### config.mk
export PLATFORM = sky130hd
export DESIGN_NAME = intc_top
export DESIGN_NICKNAME = d
export VERILOG_FILES = /design/src/rtl/intc_pkg.sv /design/src/rtl/intc_flags.sv /design/src/rtl/intc_arb.sv /design/src/rtl/intc_top.sv
export SDC_FILE = /design/constraint.sdc
export NUM_CORES = 1
export LEC_CHECK = 0
export ABC_AREA = 1
export BUFFER_PORTS_ARGS = -buffer_cell sky130_fd_sc_hd__buf_4
export CAP_MARGIN = 25
export CORE_ASPECT_RATIO = 0.6
export CORE_MARGIN = 2
export CORE_UTILIZATION = 41
export CTS_BUF_LIST = sky130_fd_sc_hd__clkbuf_8 sky130_fd_sc_hd__clkbuf_16
export DETAILED_ROUTE_END_ITERATION = 7
export PLACE_DENSITY = 0.65
export SYNTH_ARGS = -nofsm -noshare
export SYNTH_HDL_FRONTEND = slang
export SYNTH_SLANG_ARGS = --single-unit
### constraint.sdc
create_clock -name clk -period 10.4 [get_ports clk]
set_input_delay 1.56 -clock clk [delete_from_list [all_inputs] [get_ports clk]]
set_output_delay 1.56 -clock clk [all_outputs]
set_load 0.05 [all_outputs]
### src/rtl/intc_pkg.sv
package intc_pkg;
    localparam int NSRC = 11;
    localparam int IDXW = $clog2(NSRC);
    localparam int NLVL = 4;
    localparam int LVLW = $clog2(NLVL);
    localparam int NGRP = 6;
    localparam int AW   = 3;

    localparam logic [7:0] EN0_MASK = 8'h9F;
    localparam logic [7:0] EN1_MASK = 8'h3E;
    localparam logic [7:0] EN2_MASK = 8'h01;
    localparam logic [7:0] PRI_MASK = 8'h3F;

    typedef enum logic [AW-1:0] {
        A_EN0    = 3'd0,
        A_EN1    = 3'd1,
        A_EN2    = 3'd2,
        A_PRI_LO = 3'd3,
        A_PRI_HI = 3'd4
    } reg_addr_e;

    typedef logic [LVLW-1:0] lvl_t;
endpackage

### src/rtl/intc_flags.sv
module intc_flags
    import intc_pkg::*;
#(
    parameter logic [NSRC-1:0] EDGE_MASK = 11'h7C5
) (
    input  logic            clk,
    input  logic            rst_n,
    input  logic            stb_i,
    input  logic [NSRC-1:0] src_i,
    input  logic [NSRC-1:0] clr_i,
    output logic [NSRC-1:0] flag_o
);
    typedef struct packed {
        logic [NSRC-1:0] samp;
        logic [NSRC-1:0] flag;
    } fl_st_t;

    fl_st_t st_q, st_d;

    always_comb begin
        st_d = st_q;
        st_d.flag = st_q.flag & ~(clr_i & EDGE_MASK);
        if (stb_i) begin
            st_d.samp = src_i;
            for (int i = 0; i < NSRC; i++) begin
                if (EDGE_MASK[i]) st_d.flag[i] = st_d.flag[i] | (src_i[i] & ~st_q.samp[i]);
                else              st_d.flag[i] = src_i[i];
            end
        end
    end

    always_ff @(posedge clk or negedge rst_n) begin
        if (!rst_n) st_q <= '0;
        else        st_q <= st_d;
    end

    assign flag_o = st_q.flag;

    p_hold_r2: assert property (@(posedge clk) disable iff (!rst_n)
        (!stb_i && clr_i == '0) |=> $stable(flag_o));

    for (genvar g = 0; g < NSRC; g++) begin : g_chk
        if (EDGE_MASK[g]) begin : g_edge
            p_edge_latch_r1: assert property (@(posedge clk) disable iff (!rst_n)
                (stb_i && src_i[g] && !st_q.samp[g]) |=> flag_o[g]);
        end else begin : g_level
            p_level_follow_r10: assert property (@(posedge clk) disable iff (!rst_n)
                stb_i |=> (flag_o[g] == $past(src_i[g])));
        end
    end
endmodule

### src/rtl/intc_arb.sv
module intc_arb
    import intc_pkg::*;
(
    input  logic [NSRC-1:0]           req_i,
    input  logic [NSRC-1:0][LVLW-1:0] lvl_i,
    input  logic [NLVL-1:0]           isr_i,
    output logic                      vld_o,
    output logic [IDXW-1:0]           idx_o,
    output lvl_t                      lvl_o
);
    logic            found;
    logic            busy;
    lvl_t            top_lvl;
    lvl_t            best_lvl;
    logic [IDXW-1:0] best_idx;

    always_comb begin
        found    = 1'b0;
        best_lvl = '0;
        best_idx = '0;
        for (int i = 0; i < NSRC; i++) begin
            if (req_i[i] && (!found || lvl_i[i] > best_lvl)) begin
                found    = 1'b1;
                best_lvl = lvl_i[i];
                best_idx = IDXW'(i);
            end
        end
        busy    = 1'b0;
        top_lvl = '0;
        for (int l = 0; l < NLVL; l++) begin
            if (isr_i[l]) begin
                busy    = 1'b1;
                top_lvl = LVLW'(l);
            end
        end
        vld_o = found && (!busy || best_lvl > top_lvl);
        idx_o = best_idx;
        lvl_o = best_lvl;
    end
endmodule

### src/rtl/intc_top.sv
module intc_top
    import intc_pkg::*;
#(
    parameter int                VECW      = 16,
    parameter int                VEC_BASE  = 3,
    parameter int                VEC_STEP  = 8,
    parameter logic [NSRC-1:0]   EDGE_MASK = 11'h7C5
) (
    input  logic             clk,
    input  logic             rst_n,
    input  logic             wr_en_i,
    input  logic [AW-1:0]    addr_i,
    input  logic [7:0]       wdata_i,
    output logic [7:0]       rdata_o,
    input  logic [NSRC-1:0]  src_i,
    input  logic             mc_stb_i,
    input  logic             instr_end_i,
    input  logic             instr_reti_i,
    output logic             ack_o,
    output logic [VECW-1:0]  vec_o,
    output logic [IDXW-1:0]  ack_src_o
);
    typedef struct packed {
        logic [7:0]      en0;
        logic [7:0]      en1;
        logic [7:0]      en2;
        logic [7:0]      plo;
        logic [7:0]      phi;
        logic [NLVL-1:0] isr;
        logic            cfg_pend;
        logic            ack;
        logic [VECW-1:0] vec;
        logic [IDXW-1:0] asrc;
    } ctl_st_t;

    ctl_st_t cur_q, nxt_d;

    logic [NSRC-1:0]           flag;
    logic [NSRC-1:0]           en_vec;
    logic [NSRC-1:0]           clr_d;
    logic [NSRC-1:0][LVLW-1:0] src_lvl;
    logic                      g_vld;
    logic [IDXW-1:0]           g_idx;
    lvl_t                      g_lvl;
    logic                      blocked;

    intc_flags #(.EDGE_MASK(EDGE_MASK)) u_flags (
        .clk    (clk),
        .rst_n  (rst_n),
        .stb_i  (mc_stb_i),
        .src_i  (src_i),
        .clr_i  (clr_d),
        .flag_o (flag)
    );

    assign en_vec = {cur_q.en1[5:1], cur_q.en2[0], cur_q.en0[4:0]};

    for (genvar s = 0; s < NSRC; s++) begin : g_lvl_map
        localparam int GRP = s % NGRP;
        assign src_lvl[s] = {cur_q.phi[GRP], cur_q.plo[GRP]};
    end

    intc_arb u_arb (
        .req_i (flag & en_vec & {NSRC{cur_q.en0[7]}}),
        .lvl_i (src_lvl),
        .isr_i (cur_q.isr),
        .vld_o (g_vld),
        .idx_o (g_idx),
        .lvl_o (g_lvl)
    );

    assign blocked = instr_reti_i || cur_q.cfg_pend || wr_en_i;

    always_comb begin
        int top;
        nxt_d = cur_q;
        nxt_d.ack = 1'b0;
        clr_d = '0;
        top = -1;
        if (wr_en_i) begin
            nxt_d.cfg_pend = 1'b1;
            case (reg_addr_e'(addr_i))
                A_EN0:    nxt_d.en0 = wdata_i & EN0_MASK;
                A_EN1:    nxt_d.en1 = wdata_i & EN1_MASK;
                A_EN2:    nxt_d.en2 = wdata_i & EN2_MASK;
                A_PRI_LO: nxt_d.plo = wdata_i & PRI_MASK;
                A_PRI_HI: nxt_d.phi = wdata_i & PRI_MASK;
                default:  ;
            endcase
        end
        if (instr_end_i) begin
            nxt_d.cfg_pend = wr_en_i;
            if (instr_reti_i) begin
                for (int l = 0; l < NLVL; l++) if (cur_q.isr[l]) top = l;
                if (top >= 0) nxt_d.isr[top] = 1'b0;
            end else if (!blocked && g_vld) begin
                nxt_d.ack        = 1'b1;
                nxt_d.asrc       = g_idx;
                nxt_d.vec        = VECW'(VEC_BASE + VEC_STEP * int'(g_idx));
                nxt_d.isr[g_lvl] = 1'b1;
                clr_d[g_idx]     = 1'b1;
            end
        end
    end

    always_ff @(posedge clk or negedge rst_n) begin
        if (!rst_n) cur_q <= '0;
        else        cur_q <= nxt_d;
    end

    always_comb begin
        case (reg_addr_e'(addr_i))
            A_EN0:    rdata_o = cur_q.en0;
            A_EN1:    rdata_o = cur_q.en1;
            A_EN2:    rdata_o = cur_q.en2;
            A_PRI_LO: rdata_o = cur_q.plo;
            A_PRI_HI: rdata_o = cur_q.phi;
            default:  rdata_o = '0;
        endcase
    end

    assign ack_o     = cur_q.ack;
    assign vec_o     = cur_q.vec;
    assign ack_src_o = cur_q.asrc;

    p_ack_boundary_r5: assert property (@(posedge clk) disable iff (!rst_n)
        ack_o |-> $past(instr_end_i));
    p_ack_pulse_r5: assert property (@(posedge clk) disable iff (!rst_n)
        ack_o |=> !ack_o || $past(instr_end_i));
    p_master_off_r3: assert property (@(posedge clk) disable iff (!rst_n)
        ack_o |-> $past(cur_q.en0[7]));
    p_reti_block_r9: assert property (@(posedge clk) disable iff (!rst_n)
        ack_o |-> !$past(instr_reti_i));
    p_strict_nest_r7: assert property (@(posedge clk) disable iff (!rst_n)
        ack_o |-> (cur_q.isr > 2 * $past(cur_q.isr)));
    p_release_one_r8: assert property (@(posedge clk) disable iff (!rst_n)
        (instr_end_i && instr_reti_i && cur_q.isr != '0)
        |=> ($countones(cur_q.isr) + 1 == $countones($past(cur_q.isr))));
endmodule

Word-level counts from Yosys, hierarchy flattened
Cells that the tools add are included.
{ "op_classes": {"addsub": 1, "multipliers": 0, "n_div": 0, "n_lt_le_gt_ge": 18, "eq_ne": 5, "shift": 0, "n_mux": 63, "bitwise": 29, "reduce_logical": 50} }
{ "op_table": {"columns": ["operator", "n"], "rows": [
  ["$mux W32", 6],
  ["$ge A32 B1 Y1 const B", 2],
  ["$mux W11", 4],
  ["$mux W21", 2],
  ["$pmux W8 S5", 1],
  ["$and A11 B11 Y11", 3],
  ["$lt A32 B4 Y1 const B", 1],
  ["$mux W2", 15],
  ["$mux W4", 6],
  ["$gt A2 B2 Y1", 11],
  ["$mux W22", 1],
  ["$mux W1", 21],
  ["$logic_and A1 B1 Y1", 15],
  ["$logic_or A1 B1 Y1", 13],
  ["$logic_not A1 Y1", 12],
  ["$mux W3", 4],
  ["$not A11 Y11", 1],
  ["$reduce_and A2 Y1", 5],
  ["$add A2 B7 Y8 const A", 1],
  ["$not A1 Y1", 8],
  ["$and A1 B1 Y1", 7],
  ["$or A1 B1 Y1", 7],
  ["$eq A3 B2 Y1 const B", 2],
  ["$reduce_and A3 Y1", 2],
  ["14 further kinds", 16]
]} }
{ "word_totals": {"reg_bits": 72, "latch_bits": 0, "ram_bits": 0, "romBits": 0, "inputBits": 28, "out_inout_bits": 29, "word_cells": 178, "memories": 0} }

Logic depth before layout (Yosys ltp)
Gate-level depths: netlist (run 1).
{ "depth": {"ltp_word": 54, "depth_mapped": 98} }

Modules after synthesis
Synthesis (run 1) repeated with hierarchy kept, for this count alone.
{ "hier_totals": {"hier_cells": 553, "area_unflattened_um2": 3945.0} }
{ "modules_own_cells": {"columns": ["mod", "n_inst", "cells_each", "area_each_um2"], "rows": [
  ["intc_top", 1, 254, 2037.0],
  ["intc_arb", 1, 206, 1099.8],
  ["intc_flags", 1, 93, 808.3]
]} }

Worst setup path before layout (run 1)
Ideal clock, no wire load.
{ "synth_path": {"kind": "reg2reg", "from": "register cur_q[65] in the netlist's numbering", "to": "register cur_q, in the netlist vec_o[1]", "t_arrival_ns": 10.833, "path_slack_ns": -0.561, "stages_incl_launch_ff": 94, "n_path_buf": 0, "period_less_slack_ns": 10.961, "path_cell_list": "dfrtp_1 -> nand3_2 -> nor2_1 -> inv_1 -> ha_1 -> nand2_1 -> nand2_1 -> nand2_1 -> nand2_1 -> nand2_2 -> nand2_1 -> and2_1 -> ha_1 -> inv_1 -> nor2_1 -> o21ai_1 -> nand2_2 -> nand2_4 -> [... 58 more ...] -> ha_1 -> inv_1 -> nor2_1 -> o21ai_0 -> a21oi_1 -> inv_2 -> nand3_2 -> nand2_2 -> ha_1 -> inv_1 -> nor2_1 -> o21ai_0 -> nand2_1 -> inv_1 -> nor4_1 -> nand2_1 -> clkinv_1 -> or2_2"} }
{ "synth_between": {"elab_chain_len": 47, "word_cells_on_any_way": 68, "classes_between": "order compare: 11; mux: 22; bitwise: 1; reduce/logical: 34"} }
{ "synth_rtl": {"columns": ["item", "line_no", "source"], "rows": [
  ["start, declared", "intc_top.sv:36", "ctl_st_t cur_q, nxt_d;"],
  ["start signal, assigned", "intc_top.sv:108", "else cur_q <= nxt_d;"],
  ["$and A11 B11 Y11 (*)", "intc_top.sv:64", ".req_i (flag & en_vec & {NSRC{cur_q.en0[7]}}),"],
  ["$mux W2 or $mux W1 (tied branches)", "intc_arb.sv:22", "if (req_i[i] && (!found || lvl_i[i] > best_lvl)) begin"],
  ["$gt A2 B2 Y1 or $logic_not A1 Y1 (tied branches)", "intc_arb.sv:22", null],
  ["$logic_or A1 B1 Y1", "intc_arb.sv:22", null],
  ["$logic_and A1 B1 Y1", "intc_arb.sv:22", null],
  ["$mux W2 or $mux W1 (tied branches)", "intc_arb.sv:22", null],
  ["$gt A2 B2 Y1 or $logic_not A1 Y1 (tied branches)", "intc_arb.sv:22", null],
  ["$logic_or A1 B1 Y1", "intc_arb.sv:22", null],
  ["[... 31 more ...]", null, null],
  ["$logic_or A1 B1 Y1", "intc_arb.sv:22", null],
  ["$logic_and A1 B1 Y1", "intc_arb.sv:22", null],
  ["$mux W2", "intc_arb.sv:22", null],
  ["$gt A2 B2 Y1", "intc_arb.sv:36", "vld_o = found && (!busy || best_lvl > top_lvl);"],
  ["$logic_or A1 B1 Y1", "intc_arb.sv:36", null],
  ["$logic_and A1 B1 Y1 (*)", "intc_arb.sv:36", null],
  ["$logic_and A1 B1 Y1 (*)", "intc_top.sv:96", "end else if (!blocked && g_vld) begin"],
  ["$reduce_and A3 Y1 (no source line) (*)", null, null]
]} }
Every way passes the cells marked *; elsewhere a longest branch is shown, timed or not.
A chain may end at the register's enable or synchronous reset.

Worst setup path in the final report (run 1)
{ "layout_path": {"from": "register cur_q[58] in the netlist's numbering", "to": "register cur_q[22] in the netlist's numbering"} }
{ "layout_between": {"elab_chain_len": 50, "word_cells_on_any_way": 78, "classes_between": "order compare: 13; mux: 26; bitwise: 3; reduce/logical: 36"} }
{ "layout_rtl": {"columns": ["item", "line_no", "source"], "rows": [
  ["$and A11 B11 Y11 (*) (2 in a row)", "intc_top.sv:64", null],
  ["$mux W2 or $mux W1 (tied branches)", "intc_arb.sv:22", null],
  ["$gt A2 B2 Y1 or $logic_not A1 Y1 (tied branches)", "intc_arb.sv:22", null],
  ["$logic_or A1 B1 Y1", "intc_arb.sv:22", null],
  ["$logic_and A1 B1 Y1", "intc_arb.sv:22", null],
  ["$mux W2 or $mux W1 (tied branches)", "intc_arb.sv:22", null],
  ["$gt A2 B2 Y1 or $logic_not A1 Y1 (tied branches)", "intc_arb.sv:22", null],
  ["$logic_or A1 B1 Y1", "intc_arb.sv:22", null],
  ["[... 33 more ...]", null, null],
  ["$mux W2", "intc_arb.sv:22", null],
  ["$lt A2 B3 Y1 (implied by the code) or $ge A2 B1 Y1 (tied branches)", "intc_top.sv:100", "nxt_d.isr[g_lvl] = 1'b1;"],
  ["$logic_and A1 B1 Y1 (implied by the code)", "intc_top.sv:100", null],
  ["$mux W1 (implied by the code)", "intc_top.sv:100", null],
  ["$demux W1 S2", "intc_top.sv:100", null],
  ["$or A4 B4 Y4 (no source line)", null, null],
  ["$mux W4", "intc_top.sv:96", null],
  ["$mux W4", "intc_top.sv:93", "if (instr_reti_i) begin"]
]} }
Every way passes the cells marked *; elsewhere a longest branch is shown, timed or not. The select of a mux whose other input is x is not followed.

==> results.sh, run 1 <==
export IMPL_crit_slowest_cell="dfrtp_1"
export IMPL_dp_hpwl_um=7790
export IMPL_ctsHoldBuffers=0
export IMPL_clockRootBuffer="clkbuf_16"
export IMPL_grt_pass1_wl_um=17220
export IMPL_status="complete, but fails checks"
export IMPL_r2r_slack_ps=-570
export IMPL_post_route_period_util=1.055
export IMPL_power_density_nw_per_um2=259.5
export IMPL_synth_ff_latch_count=53
export IMPL_core_area_um2=8458
export IMPL_cp_required_ps=10630
export IMPL_power_frac_clock=0.139
export IMPL_start_kind="flop"
export IMPL_p_total_mw=1.385
export IMPL_grt_antenna_before_repair=0
export IMPL_synthesis_area_um2=3562
export IMPL_path_depth=94
export IMPL_die_h_um=76.20
export IMPL_netlist_instances=472
export IMPL_via_per_inst=5.048
export IMPL_p_int_mw=0.7672
export IMPL_wire_per_inst_um=16.07
export IMPL_min_from="u_flags.st_q[21]$_DFFE_PN0P_"
export IMPL_critical_path_peak_fanout=5
export IMPL_clk_pin_slew_worst_paths_ps=70
export IMPL_yosys_warnings=0
export IMPL_swShare=0.4462
export IMPL_hold_viol=0
export IMPL_min_path_type="reg -> reg"
export IMPL_slew_headroom=0.4871
export IMPL_htreeDepth=2
export IMPL_synth_edf_count=0
export IMPL_diodes=0
export IMPL_track_usage=0.2282
export IMPL_rsz0062_at_grt="yes"
export IMPL_violations="setup timing"
export IMPL_fin_skew_ps=6.113
export IMPL_n_fill_cell=737
export IMPL_yosys_area_top_type="dfrtp_1"
export IMPL_final_max_slew_violation_count=0
export IMPL_nets=658
export IMPL_max_stage_delay_ps=400
export IMPL_max_freq_mhz=91.18
export IMPL_worstMarginPinSlew_ps=763.5
export IMPL_place_congestion=0.8730
export IMPL_cts_tree="done"
export IMPL_worst_path_buf_inv=14
export IMPL_synthArstFlopShare=1.000
export IMPL_path_common_cell="nand2_2"
export IMPL_mostFrequentLayoutCell="buf_4"
export IMPL_critical_path_class="reg -> reg"
export IMPL_timing_final_crit_period_ps=10970
export IMPL_grt_max_degree=54
export IMPL_synth_top_cell_area_share=0.3723
export IMPL_clockBufferDepth=2
export IMPL_floorplan_die_width_um=124.3
export IMPL_grt_pass1_vias=3382
export IMPL_p_sw_mw=0.6181
export IMPL_max_vdd_ir_drop_mv=0.1332
export IMPL_drc=0
export IMPL_rr_worst_depth=94
export IMPL_wirelength_um=11620
export IMPL_start_util=0.4212
export IMPL_clock_latency_ps=290
export IMPL_ant_nets=0
export IMPL_holdPathStages=1
export IMPL_syn_area_per_cell_um2=7.547
export IMPL_cp_end_kind="flop"
export IMPL_seq_power_share=0.204
export IMPL_drive_above_1_share=0.4779
export IMPL_final_setup_viol_count=17
export IMPL_seq_area_frac_synth=0.3723
export IMPL_p_leak_nw=2.753
export IMPL_max_cap_violations=0
export IMPL_vias=3650
export IMPL_cp_arrival_ps=11200
export IMPL_holdPathEnd="u_flags.flag_o[10]$_DFF_PN0_"
export IMPL_cts_sinks=53
export IMPL_port_buffers=44
export IMPL_mostFrequentLayoutCells="buf_4 (140), nand2_1 (89), dfrtp_1 (53)"
export IMPL_cts_buffers=5
export IMPL_dieArea_um2=9474
export IMPL_ys_flop_type="dfrtp_1"
export IMPL_rows=26
export IMPL_r2r_end="cur_q[22]$_DFFE_PN0P_"
export IMPL_grt_ovfl_total=0
export IMPL_drtIter0Drc=210
export IMPL_synth_cell_types=35
export IMPL_comb_power_share=0.657
export IMPL_reg2reg_from="cur_q[58]$_DFFE_PN0P_"
export IMPL_postLayoutSetupSlackWorst_ps=-567.1
export IMPL_synthTopCellsByArea="dfrtp_1 (37%), nand2_1 (12%), ha_1 (6.7%), o21ai_0 (6.3%), inv_1 (6.2%)"
export IMPL_first_pass_iters=5
export IMPL_ios=57
export IMPL_syn_to_final_growth_pct=49.88
export IMPL_crit_family="simple AND/OR/NAND/NOR gates"
export IMPL_postLayoutCoreUtil=0.6312
==> registers in the layout, indices dropped and copies added, names as in the netlist <==
register	count
u_flags.flag_o	11
ack_o	1
vec_o	2
u_flags.st_q	7
cur_q	29
ack_src_o	3
==> cell families after synthesis <==
kind of cell             after synthesis  synth area share
AND/OR/NAND/NOR                      215            0.2908
buffers and inverters                 98            0.1275
AO/OA/AOI/OAI                         83            0.1321
flip-flops                            53            0.3723
adder cells (fa/ha/maj)               19           0.06674
multiplexers                           3          0.009483
other                                  1          0.001053
==> area by class of cell <==
type / count / area, um^2 / area share
well taps: 112 / 140.1 / 0.02625
repair buffers: 150 / 1164 / 0.2180
clock buffers: 5 / 125.1 / 0.02344
multi-input cells: 331 / 2277 / 0.4265
flip-flops and latches: 53 / 1326 / 0.2484
inverters: 70 / 267.8 / 0.05015
clock inverters: 2 / 38.79 / 0.007265
==> per-layer routing <==
metal  global-route usage  vias up  part of all wire
met5                    0        -                 0
met4              0.01573        0            0.0078
met3              0.03792       10             0.058
met2               0.3443      131              0.45
met1               0.3575     1735              0.49
li1                     -     1774                 -
==> power by group through the flow <==
stage,clock network (mW),logic [mW],registers [mW]
4_1_cts,0.195,0.785,0.280
6_report,0.193,0.910,0.282
2_1_floorplan,0,0.475,0.273
3_3_place_gp,0,0.638,0.279
3_5_place_dp,0,0.654,0.281
5_1_grt,0.204,0.978,0.288
==> worst register-to-register path: cells and delay by family, from the launching register on <==
| family | cells | cell delay [ps] |
|---|---|---|
| AOI/OAI and AO/OA | 16 | 1720 |
| adders and majority gates | 11 | 2800 |
| buffers and inverters | 14 | 1080 |
| DFF | 1 | 400 |
| and+or+nand+nor | 53 | 4930 |
==> metrics by stage <==
stage / hold WS [ps] / setup slack, ps / cells / TNS [ps] / area (um^2)
2_1_floorplan: 423.0 / -54.82 / 482 / -102.4 / 3664
3_3_place_gp: 430.4 / -551.4 / 662 / -7801 / 4333
3_5_place_dp: 437.1 / -749.8 / 662 / -11440 / 4333
4_1_cts: 444.3 / -374.9 / 718 / -5360 / 5025
5_1_grt: 466.8 / -1176 / 723 / -17620 / 5339
6_report: 445.8 / -567.1 / 723 / -7854 / 5339
==> cells in the mapped netlist (4+ instances only) <==
cell type  count
nand2_1      110
inv_1         59
dfrtp_1       53
o21ai_0       45
nor2_1        27
nand3_1       24
buf_4         21
ha_1          19
nand2_2       16
o21ai_1       15
nand3_2       11
inv_2          8
clkbuf_1       6
a21oi_1        5
nand4_1        5
o21ai_2        5
a221o_1        4
and2_1         4
nor3_1         4
o22ai_1        4
or2_2          4
==> worst max-delay path by stage <==
stage,from,to
after CTS,u_flags.flag_o[0]$_DFF_PN0_,u_flags.flag_o[6]$_DFF_PN0_
after global placement,u_flags.flag_o[0]$_DFF_PN0_,cur_q[22]$_DFFE_PN0P_
after global routing,u_flags.flag_o[0]$_DFF_PN0_,cur_q[22]$_DFFE_PN0P_
final,cur_q[58]$_DFFE_PN0P_,cur_q[22]$_DFFE_PN0P_
after floorplan,cur_q[65]$_DFFE_PN0P_,cur_q[22]$_DFFE_PN0P_
after detailed placement,u_flags.flag_o[0]$_DFF_PN0_,cur_q[22]$_DFFE_PN0P_
==> repair_timing <==
item                                    4_1_cts  5_1_grt
resized for setup                            38       59
endpoints found under the setup margin       17       17
pin swaps                                    60       53
cloned                                        0        0
buffers inserted                             49        7
Note: power is estimated with default switching activity, not from simulation.
==> run 2: changes to the inputs <==
- CORE_ASPECT_RATIO: 0.6 -> default
- CORE_MARGIN: 2 -> default
==> run 2 against run 1 <==
Compared with the run above:
- non-clock buffer count rose by 8
- setup slack improved by 1.5 ps
- combinational power rose by 4.7%
- critical path type unchanged
- power fell by 0.41%
- sequential cell count did not move
- sequential power barely moved
- the run still ends with setup timing left
- clock skew rose by 4.4 ps
- highest routed layer unchanged
==> results.sh, run 2 (synthesized netlist as in run 1, its figures left out) <==
export IMPL_clk_pin_slew_worst_paths_ps=100
export IMPL_nets=666
export IMPL_comb_power_share=0.691
export IMPL_seq_power_share=0.206
export IMPL_postLayoutSetupSlackWorst_ps=-565.5
export IMPL_min_path_type="reg -> reg"
export IMPL_multiInputGateArea_um2=2372
export IMPL_htreeDepth=2
export IMPL_fin_skew_ps=10.48
export IMPL_slew_headroom=0.5002
export IMPL_first_pass_iters=4
export IMPL_grt_pass1_vias=3567
export IMPL_cp_required_ps=10600
export IMPL_path_common_cell="nand2_2"
export IMPL_crit_slowest_cell="dfrtp_1"
export IMPL_dp_hpwl_um=6894
export IMPL_cp_arrival_ps=11160
export IMPL_ctsHoldBuffers=0
export IMPL_rows=33
export IMPL_crit_start="cur_q[65]$_DFFE_PN0P_"
export IMPL_die_h_um=95.21
export IMPL_cts_buffers=5
export IMPL_via_per_inst=5.135
export IMPL_status="complete, but fails checks"
export IMPL_endpoint="ack_src_o[1]$_DFFE_PN0P_"
export IMPL_hold_viol=0
export IMPL_track_usage=0.2384
export IMPL_grt_antenna_before_repair=0
export IMPL_mostFrequentLayoutCells="buf_4 (147), nand2_1 (79), dfrtp_1 (53)"
export IMPL_dieArea_um2=9065
export IMPL_clockBufferDepth=2
export IMPL_place_area_um2=4324
export IMPL_regMostFlops="cur_q"
export IMPL_vias=3718
export IMPL_mostFrequentLayoutCell="buf_4"
export IMPL_ios=57
export IMPL_grt_ovfl_total=0
export IMPL_critical_path_peak_fanout=4
export IMPL_place_ws_ps=-668.7
export IMPL_grt_pass1_wl_um=16610
export IMPL_regArea_um2=1326
export IMPL_clock_latency_ps=310
export IMPL_place_congestion=0.8675
export IMPL_post_route_period_util=1.054
export IMPL_ant_nets=0
export IMPL_p_leak_nw=2.782
export IMPL_wire_per_inst_um=15.48
export IMPL_n_fill_cell=658
export IMPL_p_sw_mw=0.6378
export IMPL_drtIter0Drc=175
export IMPL_max_cap_violations=0
export IMPL_max_freq_mhz=91.20
export IMPL_start_kind="flop"
export IMPL_final_max_slew_violation_count=0
export IMPL_floorplan_die_width_um=95.21
export IMPL_grt_max_degree=54
export IMPL_clockRootBuffer="clkbuf_8"
export IMPL_violations="setup timing"
export IMPL_cts_tree="done"
export IMPL_cp_end_kind="flop"
export IMPL_r2r_end="ack_src_o[1]$_DFFE_PN0P_"
export IMPL_final_setup_viol_count=17
export IMPL_critical_path_class="reg -> reg"
export IMPL_wirelength_um=11210
export IMPL_power_density_nw_per_um2=253.8
export IMPL_p_int_mw=0.7418
export IMPL_reg2reg_from="cur_q[65]$_DFFE_PN0P_"
export IMPL_syn_to_final_growth_pct=52.58
export IMPL_r2r_slack_ps=-570
export IMPL_cts_sinks=53
export IMPL_final_cell_area_um2=5435
export IMPL_hold_ws_ps=447.0
export IMPL_drc=0
export IMPL_max_stage_delay_ps=400
export IMPL_port_buffers=44
export IMPL_worstMarginPinSlew_ps=744.0
export IMPL_rr_worst_depth=95
export IMPL_diodes=0
export IMPL_power_frac_clock=0.103
export IMPL_max_vdd_ir_drop_mv=0.1141
export IMPL_core_area_um2=8299
export IMPL_largest_reg_flops=29
export IMPL_timing_final_crit_period_ps=10970
export IMPL_rsz0062_at_grt="yes"
export IMPL_drive_above_1_share=0.5040
export IMPL_swShare=0.4623
export IMPL_start_util=0.4292
-- run 2: routing by layer --
metal | routed length (um) | track usage | vias to the layer above
li1 | - | - | 1792
met1 | 4634 | 0.3095 | 1768
met2 | 5612 | 0.4065 | 122
met3 | 541 | 0.04067 | 36
met4 | 423 | 0.06566 | 0
met5 | 0 | 0 | -
-- run 2: how the worst min path moves through the flow --
stage | start | to | slack (ps) | cells past startpoint
after detailed placement | u_flags.st_q[17]$_DFFE_PN0P_ | u_flags.flag_o[6]$_DFF_PN0_ | 440 | 1
after floorplan | u_flags.st_q[20]$_DFFE_PN0P_ | u_flags.flag_o[9]$_DFF_PN0_ | 420 | 1
after global routing | u_flags.st_q[18]$_DFFE_PN0P_ | u_flags.flag_o[7]$_DFF_PN0_ | 460 | 1
after CTS | u_flags.st_q[17]$_DFFE_PN0P_ | u_flags.flag_o[6]$_DFF_PN0_ | 450 | 1
after global placement | u_flags.st_q[17]$_DFFE_PN0P_ | u_flags.flag_o[6]$_DFF_PN0_ | 430 | 1
final | u_flags.st_q[18]$_DFFE_PN0P_ | u_flags.flag_o[7]$_DFF_PN0_ | 450 | 1
-- run 2: through the flow --
stage / cells / utilization / total power, mW / setup TNS [ps]
2_1_floorplan: 482 / - / 0.7484 / -102.4
3_3_place_gp: 655 / 0.5210 / 0.9108 / -4445
3_5_place_dp: 655 / 0.5210 / 0.9299 / -9545
4_1_cts: 712 / 0.6033 / 1.204 / -2576
5_1_grt: 724 / 0.6549 / 1.478 / -19600
6_report: 724 / 0.6549 / 1.380 / -7728
-- run 2: repair_timing --
item	CTS	global route
hold endpoints to repair	0	0
pin swaps	55	59
setup buffers	52	13
resized for setup	46	75
setup endpoints to repair	17	17
-- run 2: power by group through the flow --
| stage | registers [mW] | clock network, mW | logic (mW) |
|---|---|---|---|
| 6_report | 0.285 | 0.142 | 0.953 |
| 5_1_grt | 0.289 | 0.153 | 1.04 |
| 4_1_cts | 0.279 | 0.146 | 0.779 |
| 3_5_place_dp | 0.281 | 0 | 0.649 |
| 3_3_place_gp | 0.279 | 0 | 0.632 |
| 2_1_floorplan | 0.273 | 0 | 0.475 |
-- run 2: area by class of cell --
class | instances | area share
repair buffers | 158 | 0.2258
clock inverters | 2 | 0.007136
inverters | 70 | 0.04972
flip-flops and latches | 53 | 0.2440
well taps | 105 | 0.02417
multi-input cells | 331 | 0.4365
clock buffers | 5 | 0.01266
-- run 2: critical path: cells and delay by family (launching register included) --
| family | cells | cell delay, ps |
|---|---|---|
| AOI/OAI and AO/OA | 14 | 1360 |
| adders and majority gates | 10 | 2660 |
| buffers and inverters | 23 | 1940 |
| DFF | 1 | 400 |
| and+or+nand+nor | 48 | 4500 |
